File: config.mk
export PLATFORM = sky130hd
export DESIGN_NAME = clkout_timer
export DESIGN_NICKNAME = d
export VERILOG_FILES = /design/src/rtl/clkout_timer_pkg.sv /design/src/rtl/tmr_prescale.sv /design/src/rtl/tmr_count.sv /design/src/rtl/tmr_wave.sv /design/src/rtl/clkout_timer.sv
export SDC_FILE = /design/constraint.sdc
export NUM_CORES = 1
export LEC_CHECK = 0
export BUFFER_PORTS_ARGS = -buffer_cell sky130_fd_sc_hd__buf_2
export CORE_ASPECT_RATIO = 1.75
export CORE_MARGIN = 8
export CORE_UTILIZATION = 51
export CTS_CLUSTER_SIZE = 8
export DETAILED_ROUTE_END_ITERATION = 8
export GPL_ROUTABILITY_DRIVEN = 0
export HOLD_SLACK_MARGIN = 0.05
export PLACE_DENSITY = 0.86
export REMOVE_ABC_BUFFERS = 1
export SYNTH_ARGS = -nofsm -noshare
export SYNTH_HDL_FRONTEND = slang
export SYNTH_SLANG_ARGS = --single-unit
File: constraint.sdc
create_clock -name clk -period 3.51 [get_ports clk]
set_clock_uncertainty 0.1 [all_clocks]
set_input_delay 0.351 -clock clk [delete_from_list [all_inputs] [get_ports clk]]
set_output_delay 0.351 -clock clk [all_outputs]
set_load 0.005 [all_outputs]
File: src/rtl/clkout_timer_pkg.sv
// Package: shared mode type and the clock-output mode decode.
// Assumes the mode inputs are sampled as static levels by the timer.
package clkout_timer_pkg;

    typedef struct packed {
        logic cap_sel;
        logic ctr_sel;
        logic out_en;
        logic down_en;
    } tmr_mode_t;

    // True when the three gating bits select square-wave output.
    function automatic logic clk_mode_on(tmr_mode_t m);
        return (!m.cap_sel) && (!m.ctr_sel) && m.out_en;
    endfunction

endpackage

File: src/rtl/tmr_prescale.sv
// Prescaler: issues a one-cycle tick every 4^pre_sel clocks while run is high.
// Assumes the phase counter is wide enough for the largest ratio; the phase
// is held (not cleared) while run is low.
module tmr_prescale #(
    parameter int PSEL_W = 3
) (
    input  logic              clk,
    input  logic              rst_n,
    input  logic              run,
    input  logic [PSEL_W-1:0] pre_sel,
    output logic              tick
);
    localparam int DIV_W = 2 * ((1 << PSEL_W) - 1);

    logic [DIV_W-1:0] phase;
    logic [DIV_W:0]   limit;

    // Terminal phase value for the selected ratio.
    always_comb begin
        limit = ({{DIV_W{1'b0}}, 1'b1} << {pre_sel, 1'b0}) - 1'b1;
        tick  = run && ({1'b0, phase} >= limit);
    end

    // Advance the phase while running; restart after each tick.
    always_ff @(posedge clk) begin
        if (!rst_n)
            phase <= '0;
        else if (tick)
            phase <= '0;
        else if (run)
            phase <= phase + 1'b1;
    end
endmodule

File: src/rtl/tmr_count.sv
// Main counter: counts up on each tick from 0 to reload-1, then wraps to 0.
// Assumes a reload of 0 means "stopped": no step and no wrap.
module tmr_count #(
    parameter int CNT_W = 16
) (
    input  logic             clk,
    input  logic             rst_n,
    input  logic             tick,
    input  logic [CNT_W-1:0] reload,
    output logic [CNT_W-1:0] count,
    output logic             wrap
);
    logic live;

    // Wrap detection; >= also recovers if reload drops below the count.
    always_comb begin
        live = tick && (reload != '0);
        wrap = live && (count >= reload - 1'b1);
    end

    // Count register update.
    always_ff @(posedge clk) begin
        if (!rst_n)
            count <= '0;
        else if (wrap)
            count <= '0;
        else if (live)
            count <= count + 1'b1;
    end
endmodule

File: src/rtl/tmr_wave.sv
// Output stage: toggles the square wave on wraps in clock-output mode and
// keeps the sticky interrupt flag. Assumes wrap is a single-cycle pulse.
module tmr_wave (
    input  logic clk,
    input  logic rst_n,
    input  logic wrap,
    input  logic mode_on,
    input  logic irq_clr,
    output logic clk_out,
    output logic irq_flag
);
    // Square-wave flip-flop.
    always_ff @(posedge clk) begin
        if (!rst_n)
            clk_out <= 1'b0;
        else if (wrap && mode_on)
            clk_out <= ~clk_out;
    end

    // Sticky flag; a wrap wins over a clear in the same cycle.
    always_ff @(posedge clk) begin
        if (!rst_n)
            irq_flag <= 1'b0;
        else if (wrap)
            irq_flag <= 1'b1;
        else if (irq_clr)
            irq_flag <= 1'b0;
    end
endmodule

File: src/rtl/clkout_timer.sv
// Top: prescaled up-counting timer with a square-wave clock output.
// Assumes all control inputs are synchronous to clk; down_en is accepted
// but never used, since this timer only counts up.
module clkout_timer
    import clkout_timer_pkg::*;
#(
    parameter int CNT_W  = 16,
    parameter int PSEL_W = 3
) (
    input  logic              clk,
    input  logic              rst_n,
    input  logic              run_en,
    input  logic [PSEL_W-1:0] pre_sel,
    input  logic [CNT_W-1:0]  reload_val,
    input  logic              cap_sel,
    input  logic              ctr_sel,
    input  logic              out_en,
    input  logic              down_en,
    input  logic              irq_clr,
    output logic              clk_out,
    output logic [CNT_W-1:0]  count,
    output logic              irq_flag
);
    tmr_mode_t mode;
    logic      mode_on;
    logic      tick;
    logic      wrap;
    logic      unused_dn;

    // Gather the mode inputs and decode clock-output mode.
    always_comb begin
        mode      = '{cap_sel: cap_sel, ctr_sel: ctr_sel,
                      out_en: out_en, down_en: down_en};
        mode_on   = clk_mode_on(mode);
        unused_dn = mode.down_en;
    end

    tmr_prescale #(.PSEL_W(PSEL_W)) u_pre (
        .clk(clk), .rst_n(rst_n), .run(run_en),
        .pre_sel(pre_sel), .tick(tick)
    );

    tmr_count #(.CNT_W(CNT_W)) u_cnt (
        .clk(clk), .rst_n(rst_n), .tick(tick),
        .reload(reload_val), .count(count), .wrap(wrap)
    );

    tmr_wave u_wave (
        .clk(clk), .rst_n(rst_n), .wrap(wrap), .mode_on(mode_on),
        .irq_clr(irq_clr), .clk_out(clk_out), .irq_flag(irq_flag)
    );
endmodule

==> impl_metrics.tcl, run 1 <==
set metrics [dict create \
    synth_seq_cells 32 \
    io_pins 45 \
    grt_pass1_vias 2588 \
    dieArea_um2 7650 \
    grt_util_all_layers_pct 16.6 \
    rsz0062_at_grt "yes" \
    wl_per_cell_um 15.6 \
    cts_made_buffers 5 \
    drtIter0Drc 126 \
    synth_edf_count 0 \
    core_um2 4930 \
    vias_per_cell 5.99 \
    crit_arrival_ps 3490 \
    vias 2520 \
    synth_cell_types 51 \
    r2r-end "u_cnt.count[7]$_SDFFE_PP0P_" \
    synth-seq-area-share_pct 24.9 \
    start_util_pct 52.1 \
    antenna_left 0 \
    final_cell_mix "buf_2, ha_1, dfxtp_1" \
    holdBufCountCts 0 \
    peakVddDrop_mv 0.213 \
    crit_required_ps 3620 \
    layout_min_cycle_time_ps 3380 \
    grt.busiest_layer "met2" \
    path_class "primary input to register" \
    netlist_area_um2 2570 \
    ff2ff_setup_slack_ps 880 \
    htreeDepth 2 \
    fmax_ghz 0.296 \
    hold_depth 4 \
    syn_avg_cell_area_um2 8.26 \
    grt_pass1_wl_um 10700 \
    use_met2_pct 34.3 \
    min-delay-path-class "primary input to register" \
    finalCritPeriodShare_pct 96.3 \
    critPathMaxFanout 5 \
    drive_gt1_share_pct 24.3 \
    fin_nets 428 \
    synthArstFlopShare_pct 0 \
    synthCells 311 \
    setup_viol 0 \
    dieHeight_um 110 \
    rows 34 \
    cts_tree "built" \
    power_density_nw_per_um2 247 \
    clock-root-buffer "clkbuf_8" \
    r2r_cells 9 \
    dp.final_hpwl_um 5200 \
    use_met3_pct 4.79 \
    tightest_slew_ps 603 \
    insertion_delay_ps 280 \
    relSlewSlack_pct 59.4 \
    maxSlewViolCount 0 \
    drt_pass1_iterations 4 \
    io_buffers 43 \
    clock_path_buffers 2 \
    finish.utilization_pct 62.3 \
    yosys_warnings 0 \
    routed_wl_um 6550 \
    hold_path_startpoint "irq_clr" \
    grt_max_degree 17 \
    crit_path_start_kind "primary input" \
    finalHoldViolCount 0 \
    grt.overflow.total 0 \
    synth_ff_type "dfxtp_1" \
    worstReg2RegStart "u_cnt.count[1]$_SDFFE_PP0P_" \
    drc 0 \
    diodes 0 \
    holdWs_ps 277 \
    maxCapViolCount 0 \
    layout_commonest_cell "buf_2" \
    setup.worst_path.start "reload_val[2]" \
    power_leakage_nw 1.37 \
    cts.sinks 32 \
    syn_to_final_growth_pct 19.6 \
    die_x_um 69.7 \
    use_met1_pct 13.6 \
    min_to "u_wave.irq_flag$_SDFFE_PN0P_" \
    antenna_found_initial 0 \
    status "finished clean" \
    clk_pin_slew_ps 60 \
    worst_setup_path_end_kind "register" \
]
==> synth_stat cells (8+ instances only) <==
| cell | count | area share, % |
|---|---|---|
| a21oi_1 | 15 | 2.9 |
| a32o_1 | 8 | 3.1 |
| and3_1 | 12 | 2.9 |
| clkbuf_1 | 8 | 1.2 |
| dfxtp_1 | 32 | 25 |
| ha_1 | 34 | 17 |
| inv_1 | 12 | 1.8 |
| nand2_1 | 21 | 3.1 |
| nand3_1 | 15 | 2.9 |
| nor2_1 | 31 | 4.5 |
| o21ai_0 | 19 | 3.7 |
| xnor2_1 | 14 | 4.8 |
| xor2_1 | 15 | 5.1 |
==> cells by family (layout without fill, tap and decap cells) <==
family / after synthesis / in the layout / share of synthesized area [%]
xor gates and xnor gates: 29 / 29 / 9.89
AOI/OAI and AO/OA: 62 / 62 / 16.5
buffers and inverters: 22 / 78 / 3.75
muxes: 2 / 2 / 0.828
DFF: 32 / 32 / 24.9
adders and majority gates: 34 / 34 / 16.6
and+or+nand+nor: 130 / 130 / 27.6
==> area by class of cell <==
| class | instances | area (um2) |
|---|---|---|
| Fill cell | 421 | 1860 |
| Clock inverter | 1 | 5.00 |
| Tap cell | 54 | 67.6 |
| Multi-Input combinational cell | 257 | 1900 |
| Inverter | 12 | 45.0 |
| Clock buffer | 6 | 72.6 |
| Sequential cell | 32 | 641 |
| Timing Repair Buffer | 59 | 339 |
==> timing repair <==
| item | in CTS | in global routing |
|---|---|---|
| setup buffers | 0 | 0 |
| endpoints found under the setup margin | 7 | 13 |
| gates resized for setup | 1 | 16 |
| pin swaps | 0 | 5 |
==> metal layers <==
layer	routed length [um]	vias to the layer above
met1	2270	1179
met4	189	0
li1	-	1247
met2	3740	75
met3	347	19
met5	0	-
==> report_power, final <==
group          switching, mW  internal, mW
clock network          0.127         0.135
logic                 0.0698        0.0572
registers            0.00474         0.367
total                  0.202         0.559
==> registers in the layout, indices dropped and copies added (netlist names) <==
name	count
u_cnt.count	16
u_pre.phase	14
u_wave.clk_out	1
u_wave.irq_flag	1
==> worst max path at each step <==
stage	end	slack, ps	depth (start not counted)
final	u_cnt.count[7]$_SDFFE_PP0P_	130	14
after global routing	u_cnt.count[7]$_SDFFE_PP0P_	-5	14
after CTS	u_cnt.count[8]$_SDFFE_PP0P_	50	14
after detailed placement	u_cnt.count[7]$_SDFFE_PP0P_	-300	14
after global placement	u_cnt.count[8]$_SDFFE_PP0P_	-110	14
after floorplan	u_cnt.count[15]$_SDFFE_PP0P_	-120	12
==> critical path: stages <==
cell	delay [ps]
buf_2	100
or4_4	540
nor2_4	180
and3_4	240
nand2_1	70
xor2_1	150
ha_1	310
and4_1	220
a221oi_2	320
nand3_2	140
nand3b_4	220
buf_6	150
or3_4	360
a21oi_2	130
==> stage by stage <==
step	area, um2	setup TNS [ps]	instances	worst slack (ps)	power [mW]
after CTS	3000	0	421	46.0	0.765
after detailed placement	2920	-3390	414	-299	0.502
after global placement	2920	-972	414	-107	0.495
after floorplan	2520	-250	301	-125	0.447
final	3070	0	421	129	0.760
after global routing	3070	-5.32	421	-5.32	0.804
Note: power is estimated with default switching activity, not from simulation.
==> run 2: changes to the inputs <==
--- a/config.mk
+++ b/config.mk
@@ -8,12 +8,12 @@
 export BUFFER_PORTS_ARGS = -buffer_cell sky130_fd_sc_hd__buf_2
 export CORE_ASPECT_RATIO = 1.75
 export CORE_MARGIN = 8
-export CORE_UTILIZATION = 51
+export CORE_UTILIZATION = 55
 export CTS_CLUSTER_SIZE = 8
 export DETAILED_ROUTE_END_ITERATION = 8
 export GPL_ROUTABILITY_DRIVEN = 0
 export HOLD_SLACK_MARGIN = 0.05
-export PLACE_DENSITY = 0.86
+export PLACE_DENSITY = 0.8
 export REMOVE_ABC_BUFFERS = 1
 export SYNTH_ARGS = -nofsm -noshare
 export SYNTH_HDL_FRONTEND = slang
==> constraint.sdc (replaced) <==
create_clock -name clk -period 4.3 [get_ports clk]
set_clock_uncertainty 0.1 [all_clocks]
set_input_delay 0.43 -clock clk [delete_from_list [all_inputs] [get_ports clk]]
set_output_delay 0.43 -clock clk [all_outputs]
set_load 0.005 [all_outputs]
==> run 2 against run 1 <==
Against the previous run:
- clock power decreased by 8.4%
- utilization increased by 1.1 points
- sequential power decreased by 18%
- first-iteration DRC count decreased by 9.5%
- sequential share of layout area increased by 1.2 points
- design area decreased by 5.5%
- critical path depth decreased by 1
- combinational power decreased by 27%
- critical endpoint is now u_cnt.count[8]$_SDFFE_PP0P_
- largest cell class unchanged
==> impl_metrics.tcl, run 2 (same netlist as run 1, synthesis figures left out) <==
set metrics [dict create \
    status "finished clean" \
    ff2ff_setup_slack_ps 1380 \
    wl_per_cell_um 15.1 \
    hold_depth 4 \
    setup_viol 0 \
    r2r-end "u_cnt.count[8]$_SDFFE_PP0P_" \
    grt_pass1_vias 2460 \
    syn_to_final_growth_pct 13.1 \
    swShare_pct 26.6 \
    drt_pass1_iterations 4 \
    largest_register "u_cnt.count" \
    slowest_delay_ps 550 \
    min-delay-path-class "primary input to register" \
    rsz0062_at_grt "no" \
    power_density_nw_per_um2 219 \
    critPathMaxFanout 8 \
    vias 2441 \
    p_switching_uw 169 \
    min_to "u_wave.irq_flag$_SDFFE_PN0P_" \
    cp_num_cells 13 \
    p_int_uw 467 \
    grt_pass1_wl_um 10500 \
    fin_nets 414 \
    layout_min_cycle_time_ps 3800 \
    insertion_delay_ps 290 \
    cp_top_family "simple AND/OR/NAND/NOR gates" \
    routed_wl_um 6130 \
    seq_power_share_pct 47.6 \
    largest_reg_flops 16 \
    crit_chain "buf_2, or4_4, nor2_4, nand3_2, nor4_1, xnor2_1, ha_1, and4_1, a221oi_1, nand3_1, nand3b_4, or4_1, a21oi_1" \
    dp_slack_ps 191 \
    drive_gt1_share_pct 18.4 \
    cts_tree "built" \
    fmax_ghz 0.263 \
    antenna_found_initial 0 \
    maxSlewViolCount 0 \
    antenna_left 0 \
    final_cell_mix "buf_2, ha_1, dfxtp_1" \
    diodes 0 \
    vias_per_cell 6.01 \
    die_x_um 67.7 \
    cts_resized 0 \
    drtIter0Drc 114 \
    grt_max_degree 17 \
    clock-root-buffer "clkbuf_8" \
    relSlewSlack_pct 62.0 \
    start_util_pct 56.0 \
    worstReg2RegStart "u_cnt.count[1]$_SDFFE_PP0P_" \
    io_pins 45 \
    io_buffers 43 \
    dieHeight_um 106 \
    holdBufCountCts 0 \
    dieArea_um2 7200 \
    rows 33 \
    cpMaxStageDelayCell "or4_4" \
    peakVddDrop_mv 0.207 \
    r2r_cells 8 \
    path_class "primary input to register" \
    comb_power_share_pct 14.6 \
    core_um2 4580 \
    tightest_slew_ps 567 \
    crit_buf_inv 1 \
    finalSetupTns_ps 0 \
    hold_path_startpoint "irq_clr" \
    crit_arrival_ps 3910 \
    finalCritPeriodShare_pct 88.4 \
    crit_required_ps 4410 \
    maxCapViolCount 0 \
    crit_path_start_kind "primary input" \
    grt_util_all_layers_pct 18.2 \
    worst_setup_path_end_kind "register" \
    htreeDepth 2 \
    finalHoldViolCount 0 \
    grt.overflow.total 0 \
    dp.final_hpwl_um 4890 \
    post-cts-setup-buffers 0 \
    top_regs "u_cnt.count: 16 flops, u_pre.phase: 14 flops" \
    clk_pin_slew_ps 70 \
    clkPwrFrac_pct 37.8 \
    setup_ws_ps 499 \
    cts.sinks 32 \
    cts_made_buffers 5 \
    clock_path_buffers 2 \
    layout_commonest_cell "buf_2" \
    drc 0 \
    power_leakage_nw 1.30 \
]
run 2: area by class of cell:
cell class	count	area (um2)
inverter	12	45.0
sequential	32	641
clock inverter	2	10.0
fill	432	1680
tap	52	65.1
clock buffer	6	82.6
multi-input combinational	257	1830
timing repair buffer	45	230
run 2: per-layer routing:
metal | vias to the layer above | global-route usage, % | share of wire [%]
li1 | 1226 | - | -
met1 | 1160 | 17.2 | 36
met2 | 43 | 34.2 | 57
met3 | 12 | 3.16 | 4.4
met4 | 0 | 9.92 | 2.8
met5 | - | 0 | 0
run 2: worst max-delay path by stage:
stage	from	end	slack, ps
2_1_floorplan	reload_val[2]	u_cnt.count[15]$_SDFFE_PP0P_	590
3_3_place_gp	reload_val[2]	u_cnt.count[15]$_SDFFE_PP0P_	270
3_5_place_dp	reload_val[2]	u_cnt.count[8]$_SDFFE_PP0P_	190
4_1_cts	reload_val[2]	u_cnt.count[8]$_SDFFE_PP0P_	470
5_1_grt	reload_val[2]	u_cnt.count[8]$_SDFFE_PP0P_	260
6_report	reload_val[2]	u_cnt.count[8]$_SDFFE_PP0P_	500
run 2: stage by stage:
| step | total power [mW] | hold slack, ps | cells | util, % | cell area [um2] |
|---|---|---|---|---|---|
| after CTS | 0.640 | 350 | 406 | 63.4 | 2910 |
| after detailed placement | 0.403 | 407 | 398 | 61.4 | 2810 |
| after global routing | 0.666 | 370 | 406 | 63.4 | 2910 |
| after floorplan | 0.365 | 385 | 301 | - | 2520 |
| after global placement | 0.398 | 393 | 398 | 61.4 | 2810 |
| final | 0.636 | 357 | 406 | 63.4 | 2910 |
run 2: power groups by stage:
stage / combinational, mW / clock [mW] / sequential, mW
after floorplan: 0.0564 / 0 / 0.309
final: 0.0929 / 0.240 / 0.303
after global routing: 0.106 / 0.257 / 0.303
after global placement: 0.0891 / 0 / 0.309
after detailed placement: 0.0930 / 0 / 0.310
after CTS: 0.0938 / 0.243 / 0.303
run 2: worst register-to-register path, stage by stage (launching register included):
cell,delay (ps)
dfxtp_1,350
ha_1,320
nor2b_1,130
o211a_1,200
o311ai_1,430
nand3_1,330
nand3b_4,310
or4_1,520
a21oi_1,160
